**src/rtl/legacy_route_pkg.sv**
```systemverilog
package legacy_route_pkg;
  typedef enum logic [1:0] {
    RT_DRAM  = 2'd0,
    RT_SOUTH = 2'd1,
    RT_PCIE  = 2'd2
  } route_e;

  localparam int unsigned CTL_W        = 8;
  localparam int unsigned CTL_HEN_BIT  = 7;
  localparam int unsigned CTL_MDAP_BIT = 0;
  localparam logic [CTL_W-1:0] CTL_WMASK = 8'h81;

  localparam logic [31:0] VGA_MEM_LO = 32'h000A_0000;
  localparam logic [31:0] VGA_MEM_HI = 32'h000B_FFFF;
  localparam logic [31:0] MDA_MEM_LO = 32'h000B_0000;
  localparam logic [31:0] MDA_MEM_HI = 32'h000B_7FFF;
  localparam logic [31:0] HOLE_LO    = 32'h00F0_0000;
  localparam logic [31:0] HOLE_HI    = 32'h00FF_FFFF;

  localparam int unsigned ALIAS_W = 10;
endpackage

```
**src/rtl/legacy_ctl_reg.sv**
```systemverilog
module legacy_ctl_reg
  import legacy_route_pkg::*;
(
  input  logic             clk_i,
  input  logic             rst_ni,
  input  logic             we_i,
  input  logic [CTL_W-1:0] wdata_i,
  output logic [CTL_W-1:0] rdata_o,
  output logic             hole_en_o,
  output logic             mda_present_o
);
  logic [CTL_W-1:0] ctl_q;

  always_ff @(posedge clk_i or negedge rst_ni) begin
    if (!rst_ni)   ctl_q <= '0;
    else if (we_i) ctl_q <= wdata_i & CTL_WMASK;
  end

  assign rdata_o       = ctl_q;
  assign hole_en_o     = ctl_q[CTL_HEN_BIT];
  assign mda_present_o = ctl_q[CTL_MDAP_BIT];

  AST_CTL_HOLD: assert property (@(posedge clk_i) disable iff (!rst_ni)
    !we_i |=> $stable(rdata_o));
endmodule

```
**src/rtl/legacy_io_match.sv**
```systemverilog
module legacy_io_match
  import legacy_route_pkg::*;
#(
  parameter int unsigned IOW  = 16,
  parameter int unsigned MAXB = 4,
  localparam int unsigned SW  = (MAXB > 1) ? $clog2(MAXB) : 1
) (
  input  logic [IOW-1:0] addr_i,
  input  logic [SW-1:0]  size_i,
  output logic           hit_mda_o,
  output logic           hit_vga_o,
  output logic           hit_3bc_o,
  output logic [IOW-1:0] end_addr_o
);
  logic [MAXB-1:0] mda_b, vga_b, b3bc_b;

  for (genvar k = 0; k < MAXB; k++) begin : g_byte
    logic [IOW-1:0]     ba;
    logic [ALIAS_W-1:0] lo;
    logic               act;
    assign ba  = addr_i + IOW'(k);
    assign lo  = ba[ALIAS_W-1:0];
    assign act = (32'(size_i) >= k);
    assign mda_b[k] = act && (lo == 10'h3B4 || lo == 10'h3B5 || lo == 10'h3B8 ||
                              lo == 10'h3B9 || lo == 10'h3BA || lo == 10'h3BF);
    assign vga_b[k] = act && ((lo >= 10'h3B0 && lo <= 10'h3BB) ||
                              (lo >= 10'h3C0 && lo <= 10'h3DF));
    assign b3bc_b[k] = act && (lo >= 10'h3BC && lo <= 10'h3BF);
  end

  assign hit_mda_o  = |mda_b;
  assign hit_vga_o  = |vga_b;
  assign hit_3bc_o  = |b3bc_b;
  assign end_addr_o = addr_i + IOW'(size_i);
endmodule

```
**src/rtl/legacy_route_dec.sv**
```systemverilog
module legacy_route_dec
  import legacy_route_pkg::*;
#(
  parameter int unsigned AW   = 32,
  parameter int unsigned IOW  = 16,
  parameter int unsigned MAXB = 4,
  localparam int unsigned SW  = (MAXB > 1) ? $clog2(MAXB) : 1
) (
  input  logic           is_io_i,
  input  logic [AW-1:0]  addr_i,
  input  logic [SW-1:0]  size_i,
  input  logic           hole_en_i,
  input  logic           mdap_i,
  input  logic           vga_en_i,
  input  logic           mem_en_i,
  input  logic           io_en_i,
  input  logic [IOW-1:0] io_base_i,
  input  logic [IOW-1:0] io_limit_i,
  output route_e         route_o,
  output logic           hole_o
);
  logic [IOW-1:0] io_addr, io_end;
  logic hit_mda, hit_vga, hit_3bc, in_win;
  logic in_vga_mem, in_mda_mem, in_hole;

  assign io_addr = addr_i[IOW-1:0];

  legacy_io_match #(.IOW(IOW), .MAXB(MAXB)) u_match (
    .addr_i     (io_addr),
    .size_i     (size_i),
    .hit_mda_o  (hit_mda),
    .hit_vga_o  (hit_vga),
    .hit_3bc_o  (hit_3bc),
    .end_addr_o (io_end)
  );

  // whole span inside the window, no wrap past the top of I/O space
  assign in_win = (io_addr >= io_base_i) && (io_end <= io_limit_i) && (io_end >= io_addr);

  assign in_vga_mem = (addr_i >= AW'(VGA_MEM_LO)) && (addr_i <= AW'(VGA_MEM_HI));
  assign in_mda_mem = (addr_i >= AW'(MDA_MEM_LO)) && (addr_i <= AW'(MDA_MEM_HI));
  assign in_hole    = (addr_i >= AW'(HOLE_LO))    && (addr_i <= AW'(HOLE_HI));

  always_comb begin
    route_o = RT_DRAM;
    hole_o  = 1'b0;
    if (is_io_i) begin
      if (hit_vga || hit_3bc) begin
        if (!vga_en_i || (mdap_i && hit_mda) || !io_en_i || (hit_3bc && !in_win))
          route_o = RT_SOUTH;
        else
          route_o = RT_PCIE;
      end else begin
        route_o = (io_en_i && in_win) ? RT_PCIE : RT_SOUTH;
      end
    end else if (in_vga_mem) begin
      if (!vga_en_i || (mdap_i && in_mda_mem) || !mem_en_i) route_o = RT_SOUTH;
      else                                                 route_o = RT_PCIE;
    end else if (hole_en_i && in_hole) begin
      route_o = RT_SOUTH;
      hole_o  = 1'b1;
    end
  end
endmodule

```
**src/rtl/legacy_route_top.sv**
```systemverilog
module legacy_route_top
  import legacy_route_pkg::*;
#(
  parameter int unsigned AW   = 32,
  parameter int unsigned IOW  = 16,
  parameter int unsigned MAXB = 4,
  localparam int unsigned SW  = (MAXB > 1) ? $clog2(MAXB) : 1
) (
  input  logic             clk_i,
  input  logic             rst_ni,
  input  logic             ctl_we_i,
  input  logic [CTL_W-1:0] ctl_wdata_i,
  output logic [CTL_W-1:0] ctl_rdata_o,
  input  logic             vga_en_i,
  input  logic             mem_en_i,
  input  logic             io_en_i,
  input  logic [IOW-1:0]   io_base_i,
  input  logic [IOW-1:0]   io_limit_i,
  input  logic             req_valid_i,
  input  logic             req_is_io_i,
  input  logic [AW-1:0]    req_addr_i,
  input  logic [SW-1:0]    req_size_i,
  output logic             rsp_valid_o,
  output logic [1:0]       route_o,
  output logic             hole_o,
  output logic             cfg_err_o
);
  logic   hole_en, mdap, dec_hole;
  route_e dec_route;

  legacy_ctl_reg u_ctl (
    .clk_i         (clk_i),
    .rst_ni        (rst_ni),
    .we_i          (ctl_we_i),
    .wdata_i       (ctl_wdata_i),
    .rdata_o       (ctl_rdata_o),
    .hole_en_o     (hole_en),
    .mda_present_o (mdap)
  );

  legacy_route_dec #(.AW(AW), .IOW(IOW), .MAXB(MAXB)) u_dec (
    .is_io_i    (req_is_io_i),
    .addr_i     (req_addr_i),
    .size_i     (req_size_i),
    .hole_en_i  (hole_en),
    .mdap_i     (mdap),
    .vga_en_i   (vga_en_i),
    .mem_en_i   (mem_en_i),
    .io_en_i    (io_en_i),
    .io_base_i  (io_base_i),
    .io_limit_i (io_limit_i),
    .route_o    (dec_route),
    .hole_o     (dec_hole)
  );

  always_ff @(posedge clk_i or negedge rst_ni) begin
    if (!rst_ni) begin
      rsp_valid_o <= 1'b0;
      route_o     <= RT_DRAM;
      hole_o      <= 1'b0;
      cfg_err_o   <= 1'b0;
    end else begin
      rsp_valid_o <= req_valid_i;
      cfg_err_o   <= mdap & ~vga_en_i;
      if (req_valid_i) begin
        route_o <= dec_route;
        hole_o  <= dec_hole;
      end
    end
  end

  AST_RSP_LATENCY: assert property (@(posedge clk_i) disable iff (!rst_ni)
    req_valid_i |=> rsp_valid_o);
  AST_RSP_NO_SPURIOUS: assert property (@(posedge clk_i) disable iff (!rst_ni)
    !req_valid_i |=> !rsp_valid_o);
  AST_HOLE_TO_SOUTH: assert property (@(posedge clk_i) disable iff (!rst_ni)
    (rsp_valid_o && hole_o) |-> (route_o == RT_SOUTH));
  AST_IO_NO_HOLE: assert property (@(posedge clk_i) disable iff (!rst_ni)
    (req_valid_i && req_is_io_i) |=> !hole_o);
  AST_NOVGA_MEM_NOT_PCIE: assert property (@(posedge clk_i) disable iff (!rst_ni)
    (req_valid_i && !req_is_io_i && !vga_en_i) |=> (route_o != RT_PCIE));
  AST_PCIE_NEEDS_EN: assert property (@(posedge clk_i) disable iff (!rst_ni)
    (req_valid_i && dec_route == RT_PCIE) |-> (req_is_io_i ? io_en_i : mem_en_i));
endmodule

```
**config.mk**
```make
export PLATFORM = sky130hd
export DESIGN_NAME = legacy_route_top
export DESIGN_NICKNAME = d
export VERILOG_FILES = /design/src/rtl/legacy_route_pkg.sv /design/src/rtl/legacy_ctl_reg.sv /design/src/rtl/legacy_io_match.sv /design/src/rtl/legacy_route_dec.sv /design/src/rtl/legacy_route_top.sv
export SDC_FILE = /design/constraint.sdc
export NUM_CORES = 1
export LEC_CHECK = 0
export BUFFER_PORTS_ARGS = -buffer_cell sky130_fd_sc_hd__buf_2
export CORE_MARGIN = 10
export CORE_UTILIZATION = 45
export DETAILED_ROUTE_END_ITERATION = 8
export PLACE_DENSITY = 0.72
export SYNTH_ARGS = -nofsm -noshare
export SYNTH_HDL_FRONTEND = slang
export SYNTH_SLANG_ARGS = --single-unit
```
**constraint.sdc**
```tcl
create_clock -name clk_i -period 1.5 [get_ports clk_i]
set_input_delay 0.075 -clock clk_i [delete_from_list [all_inputs] [get_ports clk_i]]
set_output_delay 0.075 -clock clk_i [all_outputs]
set_load 0.1 [all_outputs]
```
==> out/results.tsv <==
stage	metric	value	unit
run_status	outcome	finished, violations left	
run_status	failing checks	negative setup slack	
sta	Tmin final	2.959	ns
clocking	CTS tree	yes	
sta	final hold violation count	0	
global_route	initial antenna violation count	0	
synthesis	leading cell types by total area after synthesis	ha_1 19%, inv_1 6.7%, dfrtp_1 6.1%	
routing	vias per cell	5.556	
finish	fin util	0.6500	
power_and_ir_drop	total net switching power	0.7365	mW
synthesis	fraction of the mapped netlist area in adder cells	0.2015	
power_and_ir_drop	total power	1.612	mW
routing	metal2 WL	5109	um
sta	Setup TNS Final	-2.908	ns
routing	met1 wire length	3857	um
synthesis	sequential share of the synthesized area	0.06053	
setup_path	delay-heaviest family, CP	simple AND/OR/NAND/NOR gates	
synthesis	XOR/XNOR share of the synthesized area	0.06658	
setup_path	CP max-delay cell	fa_2	
global_route	largest net degree at the start of global routing	24	
finish	Cell Count, Final, Fillers Out	637	
setup_path	cell breakdown of the critical path	buf_6 -> ha_4 -> fa_2 -> nand3_2 -> nor2_2 -> and3_4 -> and3_4 -> ha_4 -> inv_2 -> ha_4 -> nand4_1 -> nor2_1 -> a221o_1 -> or3_1 -> a21oi_1 -> o211a_1 -> o21bai_1 -> nor3b_2	
floorplan	starting density of the core	0.4584	
sta	unrepaired setup endpoints after global routing	true	
finish	layout cells sized above 1	0.3696	
power_and_ir_drop	Pleak	2.127	nW
synthesis	EDFF count, synth	0	
floorplan	Die ar.	10040	um2
floorplan	core area	6314	um2
sta	endpoints failing setup	2	
floorplan	Die Height	100.2	um
clocking	TritonCTS Sinks	7	
global_route	gr ovfl total	0	
clocking	Max H-tree Level	1	
routing	total vias in the final route	3539	
setup_path	most common cell type on the critical path	ha_4	
synthesis	Unique masters post-synth	70	
setup_path	Worst Path Required	1.60	ns
synthesis	synthesized cell area	2894	um2
placed_design	DP Wirelength	8161	um
global_route	vias in the first global route	3612	
finish	Nets	689	
setup_path	critical path arrival	3.06	ns
floorplan	Rows	29	
synthesis	ys flop type	dfrtp_1	
routing	WL per Instance	15.13	um
clocking	clk_lat worst skew	0.22	ns
sta	period utilization	1.972	
synthesis	#FFs+latches synth	7	
setup_path	crit start category	primary input	
power_and_ir_drop	fraction of power spent switching nets	0.4570	
synthesis	average instance area after synthesis	7.181	um2
power_and_ir_drop	Sequential Power Share	0.129	
setup_path	max incr delay on CP	0.35	ns
power_and_ir_drop	internal power	0.8752	mW
finish	ant diodes	0	
placed_design	Placed Area	3919	um2
routing	WL final	9635	um
synthesis	multiplexer share of the synthesized area	0.03199	
synthesis	share of flip-flops with an asynchronous set or reset	1.000	
placed_design	pre-CTS setup slack	-1.895	ns
routing	Post-DRT Antenna Nets	0	
power_and_ir_drop	Clock Power Share	0.162	
finish	commonest non-fill, non-tap cells in the layout	91 x buf_4, 80 x buf_2, 51 x inv_1	
power_and_ir_drop	VDD IR max	0.5446	mV
routing	Highest Signal Layer	met4	
setup_path	Setup CP Type	in -> reg	
placed_design	port bufs	82	
sta	Fmax achieved	338.0	MHz
setup_path	WP buf/inv	2	
placed_design	GP Congestion	0.9016	
sta	Fin Clk Skew	0.0005987	ns
setup_path	Max FO, Critical Path	3	
sta	hold_ws	0.04786	ns
clocking	Clk Tree Root Cell	clkbuf_8	
finish	most common cell after layout, fill and taps aside	buf_4	
sta	fin worst setup slack	-1.459	ns
finish	Synth-to-Final Area Change	41.81	%
power_and_ir_drop	Comb pwr share	0.709	
global_route	first-pass GRT wire length	16040	um
synthesis	Synthesis Warnings	0	
floorplan	DIE WIDTH	100.2	um
synthesis	main combinational cell family by area after synthesis	simple AND/OR/NAND/NOR gates	
synthesis	Compound-Gate Fraction of Synth Area	0.2218	
synthesis	Syn Inst Count	403	
synthesis	area leader, netlist	ha_1	
placed_design	placed cell count	625	
setup_path	Crit. End Element	flop	
power_and_ir_drop	power per standard cell area	392.7	nW/um2
finish	Final Cell Area	4104	um2
routing	DRT Pass-1 Iters	4	
clocking	Longest Clk Path Bufs	2	
routing	initial DRC count	209	
clocking	Num CTS Buffers	3	
global_route	All-Layer GR Usage	0.1846	
synthesis	simple-gate share of the synthesized area	0.2853	
clocking	Clock transition at path regs	0.04	ns
run	max cap viols	0	
routing	DRC viols	0	
floorplan	# IOs	95	
sta	max-slew violations	0	
routing	metal3 WL	428	um
hold_path	Hold/Removal Path Class	in -> reg	
synthesis	top cell type's share of synthesized area	0.1946	
[sequential cells by signal (all words and copies together) (netlist names)]
signal         count
rsp_valid_o        1
hole_o             1
cfg_err_o          1
route_o            2
u_ctl.rdata_o      2
[layer usage]
metal,GRT usage,up-vias
li1,-,1753
met1,0.2094,1649
met2,0.3506,112
met3,0.02129,25
met4,0.05000,0
met5,0,-
[worst paths after layout]
path / slack (ns) / cells past startpoint / to / startpoint
min in group asynchronous: 0.22 / 2 / route_o[0]$_DFFE_PN0P_ / rst_ni
max reg2reg: 0.22 / 5 / route_o[1]$_DFFE_PN0P_ / u_ctl.rdata_o[0]$_DFFE_PN0P_
min reg2reg: 0.52 / 2 / hole_o$_DFFE_PN0P_ / hole_o$_DFFE_PN0P_
max in group asynchronous: 1.12 / 2 / rsp_valid_o$_DFF_PN0_ / rst_ni
min: 0.05 / 1 / rsp_valid_o$_DFF_PN0_ / req_valid_i
max: -1.46 / 18 / route_o[0]$_DFFE_PN0P_ / req_addr_i[0]
[cells by family (layout without fill, tap and decap cells)]
| group | count (synthesis) | count (layout) |
|---|---|---|
| buffers and inverters | 81 | 233 |
| xor gates and xnor gates | 22 | 22 |
| and+or+nand+nor | 141 | 141 |
| muxes | 9 | 9 |
| AOI/OAI and AO/OA | 96 | 96 |
| other | 1 | 6 |
| DFF | 7 | 7 |
| adders and majority gates | 46 | 46 |
[final cells by class]
class	instances	area [um2]
sequential	7	175.2
inverter	55	206.4
fill	543	2210
clock buffer	4	45.04
multi-input combinational	320	2465
timing repair buffer	174	1116
tap	77	96.34
[power groups by stage]
stage / Clock, mW / Sequential (mW) / Combinational [mW]
2_1_floorplan: 0 / 0.257 / 0.640
3_3_place_gp: 0 / 0.209 / 1.07
3_5_place_dp: 0 / 0.210 / 1.11
4_1_cts: 0.267 / 0.208 / 1.13
5_1_grt: 0.281 / 0.210 / 1.26
6_report: 0.261 / 0.208 / 1.14
[timing repair]
item	CTS	global route
pin swaps	9	2
setup buffers	5	2
endpoints found under the hold margin	7	0
resized for setup	10	5
hold buffers	1	0
endpoints found under the setup margin	2	2
[synth_stat cells (all sizes together), types with 6 or more instances]
library cell   n
or3            7
nand4         16
xnor2         11
a31oi          6
xor2          11
nand2         29
and3           7
o21ai         20
dfrtp          7
mux2i          7
ha            45
nor3           8
nand3         14
a21oi         24
inv           53
buf           25
nor2          23
nor2b          6
Note: power is estimated with default switching activity, not from simulation.
